## src/rtl/qt_pkg.sv

```systemverilog
package qt_pkg;
  localparam int DATA_W = 32;
  localparam int ADDR_W = 8;

  // register index inside a channel block, taken from addr[3:2]
  localparam logic [1:0] IDX_RELOAD = 2'd0;
  localparam logic [1:0] IDX_COUNT  = 2'd1;
  localparam logic [1:0] IDX_CTRL   = 2'd2;
  localparam logic [1:0] IDX_ACK    = 2'd3;

  // control bit positions
  localparam int CB_RUN    = 7;
  localparam int CB_PERIOD = 6;
  localparam int CB_FAST   = 3;

  // timestamp counter
  localparam int TS_RUN_BIT = 8;
  localparam logic [ADDR_W-1:0] TS_LO_ADDR = 8'h60;
  localparam logic [ADDR_W-1:0] TS_HI_ADDR = 8'h64;

  // channel block bases (upper nibble decoded)
  localparam logic [ADDR_W-1:0] CH_BASE [3] = '{8'h00, 8'h20, 8'h80};
endpackage

```

## src/rtl/qt_interval.sv

```systemverilog
module qt_interval
  import qt_pkg::*;
#(
  parameter int W = 16
) (
  input  logic              clk,
  input  logic              rst_n,
  input  logic              sel,
  input  logic [1:0]        reg_idx,
  input  logic              wr,
  input  logic [DATA_W-1:0] wdata,
  input  logic              tick_fast,
  input  logic              tick_slow,
  output logic [DATA_W-1:0] rdata,
  output logic              irq
);
  logic [W-1:0] reload_q, cnt_q;
  logic         run_q, period_q, fast_q, irq_q;

  // named internal events
  logic ld_wr, ctl_wr, ack_wr, tick_sel, step, uflow;
  logic unused_bits;

  assign ld_wr    = sel && wr && (reg_idx == IDX_RELOAD);
  assign ctl_wr   = sel && wr && (reg_idx == IDX_CTRL);
  assign ack_wr   = sel && wr && (reg_idx == IDX_ACK);
  assign tick_sel = fast_q ? tick_fast : tick_slow;
  assign step     = run_q && tick_sel && !ld_wr;
  assign uflow    = step && (cnt_q == '0);
  assign unused_bits = ^wdata;

  function automatic logic [W-1:0] next_count(input logic [W-1:0] c,
                                               input logic [W-1:0] rl,
                                               input logic periodic);
    if (c != '0)      return c - 1'b1;
    else if (periodic) return rl;
    else              return '1;
  endfunction

  always_ff @(posedge clk) begin
    if (!rst_n) begin
      reload_q <= '0;
      cnt_q    <= '0;
      run_q    <= 1'b0;
      period_q <= 1'b0;
      fast_q   <= 1'b0;
      irq_q    <= 1'b0;
    end else begin
      if (ld_wr) begin
        reload_q <= wdata[W-1:0];
        cnt_q    <= wdata[W-1:0];
      end else if (step) begin
        cnt_q <= next_count(cnt_q, reload_q, period_q);
      end
      if (ctl_wr) begin
        run_q    <= wdata[CB_RUN];
        period_q <= wdata[CB_PERIOD];
        fast_q   <= wdata[CB_FAST];
      end
      if (uflow)       irq_q <= 1'b1;
      else if (ack_wr) irq_q <= 1'b0;
    end
  end

  always_comb begin
    rdata = '0;
    if (sel) begin
      case (reg_idx)
        IDX_RELOAD: rdata = DATA_W'(reload_q);
        IDX_COUNT:  rdata = DATA_W'(cnt_q);
        IDX_CTRL: begin
          rdata[CB_RUN]    = run_q;
          rdata[CB_PERIOD] = period_q;
          rdata[CB_FAST]   = fast_q;
        end
        default:    rdata = '0;
      endcase
    end
  end

  assign irq = irq_q;

  p_reload_r5: assert property (@(posedge clk) disable iff (!rst_n)
    (uflow && period_q) |=> (cnt_q == $past(reload_q)));
  p_irq_set_r5: assert property (@(posedge clk) disable iff (!rst_n)
    uflow |=> irq_q);
  p_wrap_r6: assert property (@(posedge clk) disable iff (!rst_n)
    (uflow && !period_q) |=> (cnt_q == '1));
  p_ack_r7: assert property (@(posedge clk) disable iff (!rst_n)
    (ack_wr && !uflow) |=> !irq_q);
  p_level_r8: assert property (@(posedge clk) disable iff (!rst_n)
    (irq_q && !ack_wr) |=> irq_q);
  p_hold_r3: assert property (@(posedge clk) disable iff (!rst_n)
    (!step && !ld_wr) |=> $stable(cnt_q));
  p_load_r2: assert property (@(posedge clk) disable iff (!rst_n)
    ld_wr |=> (cnt_q == $past(wdata[W-1:0])));
endmodule

```

## src/rtl/qt_stamp.sv

```systemverilog
module qt_stamp
  import qt_pkg::*;
#(
  parameter int W = 40
) (
  input  logic              clk,
  input  logic              rst_n,
  input  logic              sel_lo,
  input  logic              sel_hi,
  input  logic              wr,
  input  logic [DATA_W-1:0] wdata,
  input  logic              tick,
  output logic [DATA_W-1:0] rdata
);
  localparam int HI_W = W - DATA_W;

  logic [W-1:0] cnt_q;
  logic         run_q;
  logic         adv, run_wr;
  logic         unused_bits;

  assign run_wr = sel_hi && wr;
  assign adv    = run_q && tick;
  assign unused_bits = ^wdata;

  always_ff @(posedge clk) begin
    if (!rst_n) begin
      cnt_q <= '0;
      run_q <= 1'b0;
    end else begin
      if (run_wr) run_q <= wdata[TS_RUN_BIT];
      if (adv)    cnt_q <= cnt_q + 1'b1;
    end
  end

  always_comb begin
    rdata = '0;
    if (sel_lo) begin
      rdata = cnt_q[DATA_W-1:0];
    end else if (sel_hi) begin
      rdata[HI_W-1:0]   = cnt_q[W-1:DATA_W];
      rdata[TS_RUN_BIT] = run_q;
    end
  end

  p_step_r9: assert property (@(posedge clk) disable iff (!rst_n)
    adv |=> (cnt_q == $past(cnt_q) + 1'b1));
  p_idle_r9: assert property (@(posedge clk) disable iff (!rst_n)
    !adv |=> $stable(cnt_q));
endmodule

```

## src/rtl/quad_timer.sv

```systemverilog
module quad_timer
  import qt_pkg::*;
#(
  parameter int T1_W = 16,
  parameter int T2_W = 16,
  parameter int T3_W = 32,
  parameter int TS_W = 40
) (
  input  logic              clk,
  input  logic              rst_n,
  input  logic              tick_fast,
  input  logic              tick_slow,
  input  logic              tick_ref,
  input  logic [ADDR_W-1:0] reg_addr,
  input  logic              reg_wr,
  input  logic [DATA_W-1:0] reg_wdata,
  output logic [DATA_W-1:0] reg_rdata,
  output logic [2:0]        irq
);
  localparam int NCH = 3;
  localparam int CH_W [NCH] = '{T1_W, T2_W, T3_W};

  logic [DATA_W-1:0] ch_rdata [NCH];
  logic [NCH-1:0]    ch_hit;
  logic [DATA_W-1:0] ts_rdata;
  logic              ts_lo, ts_hi;

  for (genvar g = 0; g < NCH; g++) begin : g_ch
    assign ch_hit[g] = (reg_addr[ADDR_W-1:4] == CH_BASE[g][ADDR_W-1:4]);
    qt_interval #(.W(CH_W[g])) u_ch (
      .clk       (clk),
      .rst_n     (rst_n),
      .sel       (ch_hit[g]),
      .reg_idx   (reg_addr[3:2]),
      .wr        (reg_wr),
      .wdata     (reg_wdata),
      .tick_fast (tick_fast),
      .tick_slow (tick_slow),
      .rdata     (ch_rdata[g]),
      .irq       (irq[g])
    );
  end

  assign ts_lo = (reg_addr == TS_LO_ADDR);
  assign ts_hi = (reg_addr == TS_HI_ADDR);

  qt_stamp #(.W(TS_W)) u_ts (
    .clk    (clk),
    .rst_n  (rst_n),
    .sel_lo (ts_lo),
    .sel_hi (ts_hi),
    .wr     (reg_wr),
    .wdata  (reg_wdata),
    .tick   (tick_ref),
    .rdata  (ts_rdata)
  );

  always_comb begin
    reg_rdata = ts_rdata;
    for (int i = 0; i < NCH; i++) reg_rdata = reg_rdata | ch_rdata[i];
  end

  p_onehot_sel_r10: assert property (@(posedge clk) disable iff (!rst_n)
    $onehot0({ch_hit, ts_lo, ts_hi}));
endmodule

```

## config.mk

```make
export PLATFORM = sky130hd
export DESIGN_NAME = quad_timer
export DESIGN_NICKNAME = d
export VERILOG_FILES = /design/src/rtl/qt_pkg.sv /design/src/rtl/qt_interval.sv /design/src/rtl/qt_stamp.sv /design/src/rtl/quad_timer.sv
export SDC_FILE = /design/constraint.sdc
export NUM_CORES = 1
export LEC_CHECK = 0
export BUFFER_PORTS_ARGS = -buffer_cell sky130_fd_sc_hd__buf_2
export CORE_UTILIZATION = 31
export CTS_CLUSTER_DIAMETER = 50
export CTS_CLUSTER_SIZE = 10
export DETAILED_ROUTE_END_ITERATION = 10
export PLACE_DENSITY = 0.58
export SYNTH_ARGS = -nofsm -noshare
export SYNTH_HDL_FRONTEND = slang
export SYNTH_SLANG_ARGS = --single-unit
```

## constraint.sdc

```tcl
create_clock -name clk -period 3.83 [get_ports clk]
set_input_delay 0.383 -clock clk [delete_from_list [all_inputs] [get_ports clk]]
set_output_delay 0.383 -clock clk [all_outputs]
set_load 0.05 [all_outputs]
```

==> qor.csv <==
stage,metric,value,unit
layout,fin_util,36.1,%
worst_setup_path,slowest_delay,670,ps
place,dpl.hpwl,28500,µm
clocking,path_clk_slew,70,ps
worst_setup_path,worstPathRequired,4180,ps
sta,rsz0062_at_grt,false,
worst_setup_path,r2r-end,g_ch[2].u_ch.cnt_q[17],
run_status,status,finished clean,
place,place.gp.congestion,0.975,
die,num_io_pins,81,
clocking,cts_buffers,17,
sta,hold_violations,0,
worst_hold_path,holdPathEnd,g_ch[2].u_ch.reload_q[19],
route,vias,11121,
pwr,swShare,27.1,%
place,portBuffers,80,
worst_setup_path,crit_path_top_delay_cell,or3_1,
pwr,p_leak,3.95,nW
clocking,cts_sinks,181,
worst_setup_path,path_class,reg2reg,
die,die_y,186,µm
grt,track_usage,23.1,%
synth,synth_compound_area_share,27.5,%
die,die_w,186,µm
synth,synthesis.area,0.0105,mm²
sta,fmax,336,MHz
grt,use_met2,35.5,%
synth,synth_fa_ha_area_share,0.836,%
sta,drv_slew,0,
synth,synthFlopType,dfxtp_1,
sta,worst_slew_pin_slew,1020,ps
synth,ys_ff_latch,181,
clocking,cts_resized,0,
clocking,hold_buffers,0,
synth,synth-simple-area-share,25.5,%
grt,grt_max_degree,68,
synth,synth-async-reset-ratio,0,%
layout,finalNetCount,1455,
job,cap_violations,0,
clocking,cts_tree,built,
grt,grtUsageMet3,4.75,%
worst_hold_path,hp-start,reg_wdata[19],
worst_hold_path,min_path_type,in2reg,
clocking,htreeDepth,4,
clocking,clockBufferDepth,2,
grt,antenna_found_initial,1,
grt,first_global_vias,10173,
sta,period_needed,2970,ps
die,design.core.area,0.0329,mm²
worst_setup_path,crit_fanout,17,
worst_hold_path,min_path_cells,3,
grt,grt_pass1_wl,61000,µm
worst_setup_path,worstPathCellList,or4_1 > or3_1 > nor3_2 > nor2_1 > a211oi_1,
worst_setup_path,reg2regPathDepth,5,
sta,finalSetupTns,0,ps
sta,setup_viol,0,
route,wirelength,39500,µm
worst_setup_path,ff2ff_setup_slack,860,ps
synth,synth_edf_count,0,
synth,ys_types,63,
route,vias_per_cell,5.99,
pwr,power_density,353,mW/mm²
worst_setup_path,start_kind,register,
layout,syn2layout_area_growth,13.3,%
pwr,irDropWorstVdd,0.299,mV
die,start_util,31.9,%
route,routedWlPerCell,21.3,µm
worst_setup_path,cp_data_arrival_time,3330,ps
layout,fill_cells,3529,
pwr,switching_power,1.13,mW
synth,syn-instance-count,1384,
worst_setup_path,rr_startpoint,g_ch[2].u_ch.cnt_q[8],
pwr,power.share.sequential,45.4,%
clocking,cts_root_buf,clkbuf_16,
route,remaining_drc_errors,0,
clocking,cts_setup_buffers,0,
die,fp.dieArea,0.0345,mm²
worst_setup_path,end_kind,register,
grt,gr-usage-met1,31.9,%
synth,synth.yosys.seq_area_share,34.6,%
synth,synth_xor_area_share,4.43,%
grt,gr-max-usage-layer,met2,
layout,drive_above_1_share,11.7,%
grt,grt_overflow,0,
synth,synth_mux_area_share,2.08,%
synth,syn_avg_cell_area,7.57,µm²
pwr,pwr-share-clk,45.5,%
route,drtIter0Drc,1201,
synth,yosysWarnings,0,
synth,synth_nets,1437,
route,postRouteAntennaNets,0,
clocking,worstSkewPairLatency,450,ps
synth,synth_top_family_by_area,compound AO/OA/AOI/OAI gates,
pwr,combPwrFrac,9.1,%
pwr,p_int,3.06,mW
route,drtPass1Iterations,7,
sta,fin_crit_sh,77.7,%
sta,max-slew-margin-rel,31.5,%
sta,final.setup_skew,12.3,ps
die,fp-row-count,66,
Yosys cell counts (5+ instances only):
cell | count | share of area, %
nand4b_1 | 9 | 0.75
or4_1 | 10 | 0.72
xor2_1 | 18 | 1.5
o41ai_1 | 8 | 0.67
clkbuf_1 | 98 | 3.5
mux2i_1 | 15 | 1.4
a22oi_1 | 49 | 3.5
xnor2_1 | 35 | 2.9
nor4_1 | 32 | 1.9
ha_1 | 7 | 0.84
a222oi_1 | 10 | 0.96
mux2_2 | 6 | 0.65
and3_1 | 7 | 0.42
a41oi_1 | 5 | 0.42
a21boi_0 | 6 | 0.43
nand3b_1 | 10 | 0.72
o22ai_1 | 20 | 1.2
nor3_1 | 23 | 1.1
dfxtp_1 | 181 | 35
and4_1 | 13 | 1.1
o31ai_1 | 12 | 0.86
a21oi_1 | 122 | 5.8
a221oi_1 | 7 | 0.59
or3_1 | 32 | 1.9
nand3_1 | 41 | 2.0
o221ai_1 | 13 | 1.1
nand2_1 | 224 | 8.0
a22o_1 | 18 | 1.5
a211oi_1 | 12 | 0.86
o21ai_0 | 106 | 5.1
nor2b_1 | 5 | 0.30
a31oi_1 | 10 | 0.60
o211ai_1 | 23 | 1.6
a32o_1 | 9 | 0.86
nor4b_1 | 5 | 0.42
inv_1 | 22 | 0.79
nor2_1 | 92 | 3.3
nand4_1 | 20 | 1.2
through the flow:
step / std cells / power (mW) / setup WS [ps] / cell area [µm²] / hold slack (ps)
2_1_floorplan: 1384 / 2.17 / 657 / 10500 / 443
6_report: 1858 / 4.19 / 855 / 11900 / 188
3_5_place_dp: 1825 / 2.32 / 912 / 11200 / 463
5_1_grt: 1858 / 4.32 / 659 / 11900 / 187
4_1_cts: 1857 / 4.20 / 879 / 11900 / 173
3_3_place_gp: 1825 / 2.32 / 949 / 11200 / 457
critical path: cells and delay by family (launching register included):
| kind | cells | cell delay [ps] |
|---|---|---|
| simple gates | 4 | 2240 |
| compound gates | 1 | 280 |
| flops | 1 | 360 |
cells by family after synthesis:
logic type / Yosys count
buf+inv: 131
flops: 181
mux: 21
fa+ha+maj: 7
xor+xnor: 53
simple gates: 544
compound gates: 447
metal layers:
layer  wire (µm)  share of wire [%]
met5           0                  0
met4         998                2.5
met3        3490                8.8
met2       17800                 45
met1       17300                 44
power by group through the flow:
stage	sequential [mW]	combinational (mW)	clock (mW)
after floorplan	1.94	0.235	0
after global placement	1.95	0.371	0
after detailed placement	1.95	0.374	0
after CTS	1.90	0.375	1.92
after global routing	1.90	0.412	2.01
final	1.90	0.383	1.90
sequential cells by signal (all words and copies together), names as in the netlist:
| register | count |
|---|---|
| g_ch.u_ch.period_q | 3 |
| g_ch.u_ch.irq | 3 |
| g_ch.u_ch.cnt_q | 64 |
| g_ch.u_ch.run_q | 3 |
| u_ts.run_q | 1 |
| u_ts.cnt_q | 40 |
| g_ch.u_ch.fast_q | 3 |
| g_ch.u_ch.reload_q | 64 |
area by class of cell:
class	instances	area [µm²]	area share (%)
multi-input combinational	1072	6360	53.6
sequential	181	3620	30.5
timing repair buffer	108	623	5.25
tap	442	553	4.66
clock buffer	18	429	3.62
clock inverter	14	188	1.58
inverter	22	85.1	0.717
antenna	1	2.50	0.0211
cell usage in the layout, fill, tap and decap left out, drive strengths merged, types with 15 or more instances in the layout:
cell,count
nand2,224
dfxtp,181
a21oi,122
buf,108
o21ai,106
nor2,92
a22oi,49
nand3,41
xnor2,35
or3,32
nor4,32
inv,29
nor3,24
o211ai,23
nand4,20
o22ai,20
a22o,18
xor2,18
clkbuf,18
mux2i,15
worst max-delay path by stage:
stage | slack [ps] | depth (start not counted) | end | start
floorplan | 660 | 4 | reg_rdata[11] | reg_addr[5]
global placement | 950 | 6 | g_ch[1].u_ch.cnt_q[3] | reg_addr[2]
detailed placement | 910 | 5 | g_ch[2].u_ch.cnt_q[30] | g_ch[2].u_ch.cnt_q[8]
CTS | 880 | 5 | g_ch[2].u_ch.cnt_q[30] | g_ch[2].u_ch.cnt_q[8]
global route | 660 | 5 | g_ch[2].u_ch.cnt_q[17] | g_ch[2].u_ch.cnt_q[9]
finish | 860 | 5 | g_ch[2].u_ch.cnt_q[17] | g_ch[2].u_ch.cnt_q[8]
Power figures use the tool's default switching activity.
